`src/rtl/spi_rtc_regfile.sv`:
```
module spi_rtc_regfile #(
  parameter int RAM_BYTES = 8
) (
  input  logic clk,
  input  logic rst_n,
  input  logic cs,
  input  logic sck,
  input  logic mosi,
  input  logic tick,
  output logic miso,
  output logic miso_oe
);
  localparam int RAM_AW = (RAM_BYTES > 1) ? $clog2(RAM_BYTES) : 1;
  localparam logic [6:0] CTRL_A = 7'h0F;
  localparam logic [6:0] STAT_A = 7'h10;
  localparam logic [6:0] TRK_A  = 7'h11;
  localparam logic [6:0] RAM_A  = 7'h20;
  localparam logic [6:0] RAM_E  = 7'(32'(RAM_A) + RAM_BYTES);

  function automatic logic [7:0] bcd_inc(input logic [7:0] v);
    return (v[3:0] == 4'h9) ? {v[7:4] + 4'h1, 4'h0} : v + 8'h01;
  endfunction

  logic cs_q, sck_q;
  logic have_addr, wr_mode, wp_frame;
  logic [2:0] bit_cnt;
  logic [6:0] addr;
  logic [7:0] shin, shout, ctrl, trk, rd;
  logic [6:0][7:0] tm, tm_n, snap;
  logic [7:0][7:0] alm;
  logic [RAM_BYTES-1:0][7:0] ram;

  wire frame_start = cs & ~cs_q;
  wire sck_rise    = cs & sck & ~sck_q;
  wire sck_fall    = cs & ~sck & sck_q;
  wire byte_done   = sck_fall & (bit_cnt == 3'd7);
  wire [7:0] rx_byte = {shin[6:0], mosi};
  wire wr_fire = byte_done & have_addr & wr_mode & (~wp_frame | (addr == CTRL_A));

  assign miso    = cs & shout[7];
  assign miso_oe = cs;

  // time advance
  logic c_sec, c_min, c_hr, c_date, c_mon, leap;
  logic [7:0] hr_n, dim;
  wire [4:0] hr12_inc = (tm[2][3:0] == 4'h9) ? 5'h10 : tm[2][4:0] + 5'h01;

  always_comb begin
    leap = tm[6][4] ? (tm[6][3:0] == 4'h2 || tm[6][3:0] == 4'h6)
                    : (tm[6][3:0] == 4'h0 || tm[6][3:0] == 4'h4 || tm[6][3:0] == 4'h8);
    case (tm[5])
      8'h02:                      dim = leap ? 8'h29 : 8'h28;
      8'h04, 8'h06, 8'h09, 8'h11: dim = 8'h30;
      default:                    dim = 8'h31;
    endcase
    c_sec = tm[0] >= 8'h59;
    c_min = c_sec & (tm[1] >= 8'h59);
    if (!tm[2][6]) begin
      c_hr = c_min & (tm[2][5:0] >= 6'h23);
      hr_n = (tm[2][5:0] >= 6'h23) ? {tm[2][7:6], 6'h00} : bcd_inc(tm[2]);
    end else if (tm[2][4:0] == 5'h12) begin
      c_hr = 1'b0;
      hr_n = {tm[2][7:5], 5'h01};
    end else if (tm[2][4:0] == 5'h11) begin
      c_hr = c_min & tm[2][5];
      hr_n = {tm[2][7:6], ~tm[2][5], 5'h12};
    end else begin
      c_hr = 1'b0;
      hr_n = {tm[2][7:5], hr12_inc};
    end
    c_date = c_hr & (tm[4] >= dim);
    c_mon  = c_date & (tm[5] >= 8'h12);

    tm_n = tm;
    if (tick) begin
      tm_n[0] = c_sec ? 8'h00 : bcd_inc(tm[0]);
      if (c_sec) tm_n[1] = (tm[1] >= 8'h59) ? 8'h00 : bcd_inc(tm[1]);
      if (c_min) tm_n[2] = hr_n;
      if (c_hr) begin
        tm_n[3] = (tm[3] >= 8'h07) ? 8'h01 : tm[3] + 8'h01;
        tm_n[4] = (tm[4] >= dim) ? 8'h01 : bcd_inc(tm[4]);
      end
      if (c_date) tm_n[5] = (tm[5] >= 8'h12) ? 8'h01 : bcd_inc(tm[5]);
      if (c_mon)  tm_n[6] = (tm[6] >= 8'h99) ? 8'h00 : bcd_inc(tm[6]);
    end
    if (wr_fire && addr < 7'd7) tm_n[addr[2:0]] = rx_byte;
  end

  // read mux
  always_comb begin
    rd = 8'h00;
    if (addr < 7'd7)                      rd = snap[addr[2:0]];
    else if (addr < CTRL_A)               rd = alm[3'(addr - 7'd7)];
    else if (addr == CTRL_A)              rd = ctrl;
    else if (addr == TRK_A)               rd = trk;
    else if (addr >= RAM_A && addr < RAM_E) rd = ram[RAM_AW'(addr - RAM_A)];
  end

  always_ff @(posedge clk or negedge rst_n) begin
    if (!rst_n) begin
      cs_q <= 1'b0; sck_q <= 1'b0;
      have_addr <= 1'b0; wr_mode <= 1'b0; wp_frame <= 1'b1;
      bit_cnt <= '0; addr <= '0; shin <= '0; shout <= '0;
      tm   <= {8'h00, 8'h01, 8'h01, 8'h01, 8'h00, 8'h00, 8'h00};
      snap <= '0;
      alm <= '0; ram <= '0; ctrl <= 8'h40; trk <= 8'h00;
    end else begin
      cs_q  <= cs;
      sck_q <= sck;
      tm    <= tm_n;
      if (!cs || frame_start) begin
        have_addr <= 1'b0; wr_mode <= 1'b0; bit_cnt <= '0;
        shin <= '0; shout <= '0;
        if (frame_start) begin
          snap     <= tm;
          wp_frame <= ctrl[6];
        end
      end else begin
        if (sck_rise) shout <= (bit_cnt == 3'd0 && have_addr) ? rd : {shout[6:0], 1'b0};
        if (sck_fall) begin
          shin    <= rx_byte;
          bit_cnt <= bit_cnt + 3'd1;
        end
        if (byte_done) begin
          if (!have_addr) begin
            have_addr <= 1'b1;
            wr_mode   <= rx_byte[7];
            addr      <= rx_byte[6:0];
          end else begin
            addr <= addr + 7'd1;
          end
        end
      end
      if (wr_fire) begin
        if (addr >= 7'd7 && addr < CTRL_A) alm[3'(addr - 7'd7)] <= rx_byte;
        if (addr == CTRL_A) ctrl <= rx_byte;
        if (addr == TRK_A)  trk  <= rx_byte;
        if (addr >= RAM_A && addr < RAM_E) ram[RAM_AW'(addr - RAM_A)] <= rx_byte;
      end
    end
  end

  wire unused_ok = &{1'b0, STAT_A};
endmodule

```
`config.mk`:
```
export PLATFORM = sky130hd
export DESIGN_NAME = spi_rtc_regfile
export DESIGN_NICKNAME = d
export VERILOG_FILES = /design/src/rtl/spi_rtc_regfile.sv
export SDC_FILE = /design/constraint.sdc
export NUM_CORES = 1
export LEC_CHECK = 0
export ABC_AREA = 1
export BUFFER_PORTS_ARGS = -buffer_cell sky130_fd_sc_hd__buf_2
export CAP_MARGIN = 20
export CORE_AREA = 2 2 193 195
export DETAILED_ROUTE_END_ITERATION = 12
export DIE_AREA = 0 0 195 197
export SYNTH_ARGS = -nofsm -noshare
export SYNTH_HDL_FRONTEND = slang
export SYNTH_SLANG_ARGS = --single-unit
```
`constraint.sdc`:
```
create_clock -name clk -period 3.5 [get_ports clk]
set_input_delay 0.35 -clock clk [delete_from_list [all_inputs] [get_ports clk]]
set_output_delay 0.35 -clock clk [all_outputs]
set_load 0.02 [all_outputs]
```
; ---- Yosys cells after proc, flatten, opt, wreduce, memory -nomap -nowiden
; Index checks and enable logic that the tools add are counted.
[classes]
reduce_logical = 25
bitwise = 22
add_sub_neg = 18
eq_ne = 21
n_lt_le_gt_ge = 18
n_mux = 63
[op_table]
columns = cell, count
row1 = $mux 8, 32
row2 = $bwmux 64, 2
row3 = $mux 56, 2
row4 = $bmux 8 s3, 3
row5 = $demux 8 s3, 3
row6 = $add 8x1->8 const B, 7
row7 = $bwmux 56, 1
row8 = $eq 4x4->1 const B, 7
row9 = $add 4x1->4 const B, 6
row10 = $mux 7, 3
row11 = $eq 8x3->1 const B, 2
row12 = $ge 8x7->1 const B, 2
row13 = $mux 16, 1
row14 = $and 1x1->1, 15
row15 = $reduce_and 2->1, 7
row16 = $lt 3x4->1 const B, 3
row17 = $mux 6, 2
row18 = $eq 5x5->1 const B, 2
row19 = $mux 1, 10
row20 = $pmux 5 s2, 1
row21 = $ge 3x1->1 const B, 3
row22 = $eq 4x3->1 const B, 2
row23 = $eq 8x2->1 const B, 1
row24 = $eq 8x4->1 const B, 1
row25 = 32 further kinds, 49
[totals]
out_inout_bits = 2
ff_bits = 286
input_bits = 6

; ---- Longest topological paths before layout
[depth]
word_depth = 13
mapped_depth = 20
depth_no_buf = 20

; ---- Worst setup path after synthesis
; OpenSTA, ideal clock, no wires.
[synth_timing]
path_type = reg-to-reg
from = reg tm[44] (netlist name)
to = reg tm[48] (netlist name)
path_slack_ps = 766
path_buffers = 0
path_stages_with_launch = 18
arrival_time_ps = 2611
required_time_ps = 3377
path_cell_list = dfrtp_1 > inv_1 > ha_1 > nand2_1 > nor3_1 > o21ai_0 > a31oi_1 > a311oi_1 > ha_1 > inv_1 > nor2_1 > nand3_1 > nand3_1 > nand3_1 > nor2_2 > nor2_1 > o21ai_0 > nand2_1
[synth_lines]
columns = item, line
row1 = "start, declared", 29  ; logic [6:0][7:0] tm, tm_n, snap;
row2 = "start signal, assigned", 104  ; tm <= {8'h00, 8'h01, 8'h01, 8'h01, 8'h00, 8'h00, 8'h00};
row3 = "start signal, assigned", 110  ; tm <= tm_n;

==> impl_results.md <==
* Die width at 195 µm
* Residual DRC count at 0
* Sw Share at 27.6%
* Post-CTS Setup Bufs at 0
* Post-Route WL at 42,200 µm
* Hold_buf cts at 2
* Ranking of synthesized cells by area: dfrtp_1 (49%), nand2_1 (13%), o21ai_0 (12%), nor2_1 (5.9%), inv_1 (4.0%)
* Slew @ Worst Pin at 1.15 ns
* RSZ-0062 raised after global routing: false
* FF-to-FF path depth at 17
* Dpl cells at 2,295
* Cts bufs inserted at 34
* Leakage power total at 7.79 nW
* Final Critical Period at 3.09 ns
* Overflow after GRT at 0
* Multi-input logic area at 6280 µm²
* Slowest stage delay, CP at 0.43 ns
* CP Capture Type: flop
* Achievable Freq at 0.323 GHz
* Synth area leader: dfrtp_1
* Finished Layout Cells at 2,360
* Worst hold path type: in -> reg
* I/O pins at 8
* Number of antenna violations at the first check in global routing at 0
* CTS Root Cell: clkbuf_16
* Status: completed
* GP Congestion at 0.904
* # setup viols final at 0
* Seq/Total Area, Yosys at 49.8%
* DRT Pass-1 Iters at 5
* DIE AREA at 38,400 µm²
* Core area at 36,300 µm²
* Seq. cell area at 7160 µm²
* CP arrival at 3.45 ns
* Buffer depth of the longest clock path at 3
* Post-synth top area share at 48.9%
* Max Cap Viol at 0
* Fin. Hold Viols at 0
* Area growth from synthesis to layout at 12.6%
* Slack of the worst reg-to-reg path at 0.41 ns
* Row count at 70
* Seq pwr share at 44.4%
* Share of power burned in the clock network at 43.6%
* First-pass GRT wire length at 68,600 µm
* Nets at 1,894
* Syn Nets at 1,904
* Post-Synthesis Cells at 1,875
* Max transition margin at 23.3%
* 1st-iter DRT viols at 992
* VDD IR max at 0.000294 V
* Clock transition at path regs at 0.06 ns
* H-tree depth at 2
* Internal at 6.22 mW
* Slew Viols, Final at 0
* Initial Utilization at 39.6%
* R2r startpoint: tm[44]
* Final design area excluding fillers at 16,200 µm²
* Largest net degree at the start of global routing at 80
* Crit path max fanout at 9
* Die Y at 197 µm
* Synth warn at 0
* Post-DP HPWL at 28,100 µm
* Pwr dens at 531 nW/µm²
* DR vias at 12,500
* Setup TNS at 0 ns
* Final Util at 44.6%
* Placed Area at 15,000 µm²
* Via/cell ratio at 5.30
* Post-cts resize count at 0
* Syn Area/Cell at 7.67 µm²
* Tcrit/Tclk final at 88.3%
* Vias in the first global route at 12,100
* Critical path class: reg -> reg
* Netlist cell types at 36
* Skew final at 0.0122 ns
* Startpoint types: flop
* Crit-path slowest cell: dfrtp_1
* Routed len/inst at 17.9 µm
* PortBufs at 7
* Final antenna-violating net count at 0
* HP Start: cs
* Most common cell type on the critical path: nand3_1
* Fillers at 3,705
* Worst Hold End: cs_q
* Clock Latency Late Sink at 0.52 ns
* Worst path required time at 3.86 ns
* Post-Syn Area at 14,400 µm²
* Logic pwr share at 11.9%
* R2R Path End: tm[54]
* Clock Sinks at 286
* Global-route usage over all layers at 22.6%
* CTS tree: yes
* P_sw at 2.37 mW
* Yosys reg bits at 286
* Layout cells sized above 1 at 6.56%
* CP Cell Sequence: inv_1, ha_1, nand2_1, nor3_1, o21ai_0, a31oi_1, a311oi_1, ha_1, inv_1, nor2_1, nand3_1, nand3_1, nand3_1, nor2_2, a21oi_1, nand2_1, o21ai_0
* Hold path depth at 1
power groups by stage:
stage	Clock [mW]	Sequential (mW)	Combinational (mW)
CTS	3.81	3.81	1.03
finish	3.75	3.82	1.02
global route	3.96	3.85	1.21
floorplan	0	3.78	0.729
global placement	0	3.86	1.00
detailed placement	0	3.87	1.02
synthesized netlist by cell type, drive strengths merged:
cell,n
clkinv,1
a211oi,1
a31oi,9
nand4,19
a32oi,1
nand3b,4
or2,3
nor2,232
xnor2,1
dfrtp,281
mux2,9
o2111ai,3
o21ai,340
nor4,2
xor2,6
ha,23
dfstp,5
nor3,22
o211ai,10
a311oi,1
a22oi,8
o22ai,21
o31ai,2
nand2,500
o221ai,3
a21oi,55
inv,156
clkbuf,61
nand3,72
buf,24
how the worst max path moves through the flow:
stage | from | endpoint | slack [ns]
floorplan | tm[44] | tm[48] | 0.77
global route | tm[44] | tm[51] | 0.07
global placement | addr[2] | tm[51] | 0.53
finish | tm[44] | tm[54] | 0.41
CTS | tm[44] | tm[51] | 0.44
detailed placement | tm[44] | tm[54] | 0.43
cells by family after synthesis:
kind of cell / Yosys count / share of synthesized area (%)
xor+xnor: 7 / 0.427
buf+inv: 242 / 6.49
simple gates: 854 / 23.9
compound gates: 454 / 16.6
fa+ha+maj: 23 / 2.00
flops: 286 / 49.8
mux: 9 / 0.705
state kept, by name, summed over array words and instances (netlist names):
| name | flops |
|---|---|
| shin | 7 |
| ram | 64 |
| alm | 64 |
| shout | 8 |
| addr | 7 |
| wp_frame | 1 |
| have_addr | 1 |
| wr_mode | 1 |
| ctrl | 8 |
| tm | 56 |
| snap | 56 |
| bit_cnt | 3 |
| cs_q | 1 |
| trk | 8 |
| sck_q | 1 |
final cells by class:
class	count	area share (%)
Clock buffer	50	6.44
Clock inverter	11	0.944
Tap cell	468	3.62
Timing Repair Buffer	39	2.20
Sequential cell	286	44.3
Multi-Input combinational cell	1347	38.8
Antenna cell	2	0.0309
Inverter	157	3.64
layer usage:
layer  vias up  share of wire, %  routed length [µm]  GRT usage [%]
met4         0               2.9                1230           7.41
met3        86               4.2                1770           2.93
met2       262                45               19000           35.9
li1       6114                 -                   -              -
met1      6053                48               20200           32.2
met5         -                 0                   0              0
metrics by stage:
stage / hold WS, ns / total power, mW / worst slack [ns]
floorplan: 0.0544 / 4.51 / 0.766
global placement: 0.390 / 4.86 / 0.525
detailed placement: 0.383 / 4.89 / 0.433
CTS: 0.0192 / 8.65 / 0.439
global route: 0.0214 / 9.01 / 0.0655
finish: 0.0300 / 8.59 / 0.409
critical path: cells and delay by family (launching register included):
| kind | cells | cell delay (ns) |
|---|---|---|
| DFF | 1 | 0.43 |
| buffers and inverters | 2 | 0.20 |
| adders and majority gates | 2 | 0.48 |
| and+or+nand+nor | 8 | 1.27 |
| AOI/OAI and AO/OA | 5 | 0.58 |
cells in the final DEF, fill, tap and decap left out, types with 3 or more instances in the layout:
cell type | Yosys | layout
or2_2 | 3 | 3
o2111ai_1 | 3 | 3
inv_1 | 155 | 154
ha_1 | 23 | 23
nand3_1 | 72 | 72
o211ai_1 | 10 | 10
bufinv_16 | 0 | 3
o22ai_1 | 21 | 21
a21oi_1 | 55 | 55
mux2_2 | 9 | 9
nand2_1 | 498 | 497
nor3_1 | 22 | 22
nand3b_1 | 4 | 4
buf_2 | 17 | 6
o21ai_0 | 340 | 340
xor2_1 | 6 | 6
clkbuf_8 | 0 | 11
clkbuf_1 | 61 | 4
nor2_1 | 226 | 226
nand4_1 | 19 | 19
dfstp_2 | 5 | 5
nor2_2 | 6 | 6
a31oi_1 | 9 | 9
o221ai_1 | 3 | 3
buf_4 | 1 | 26
dfrtp_1 | 281 | 280
clkbuf_16 | 0 | 35
a22oi_1 | 8 | 8
Power figures use the tool's default switching activity.
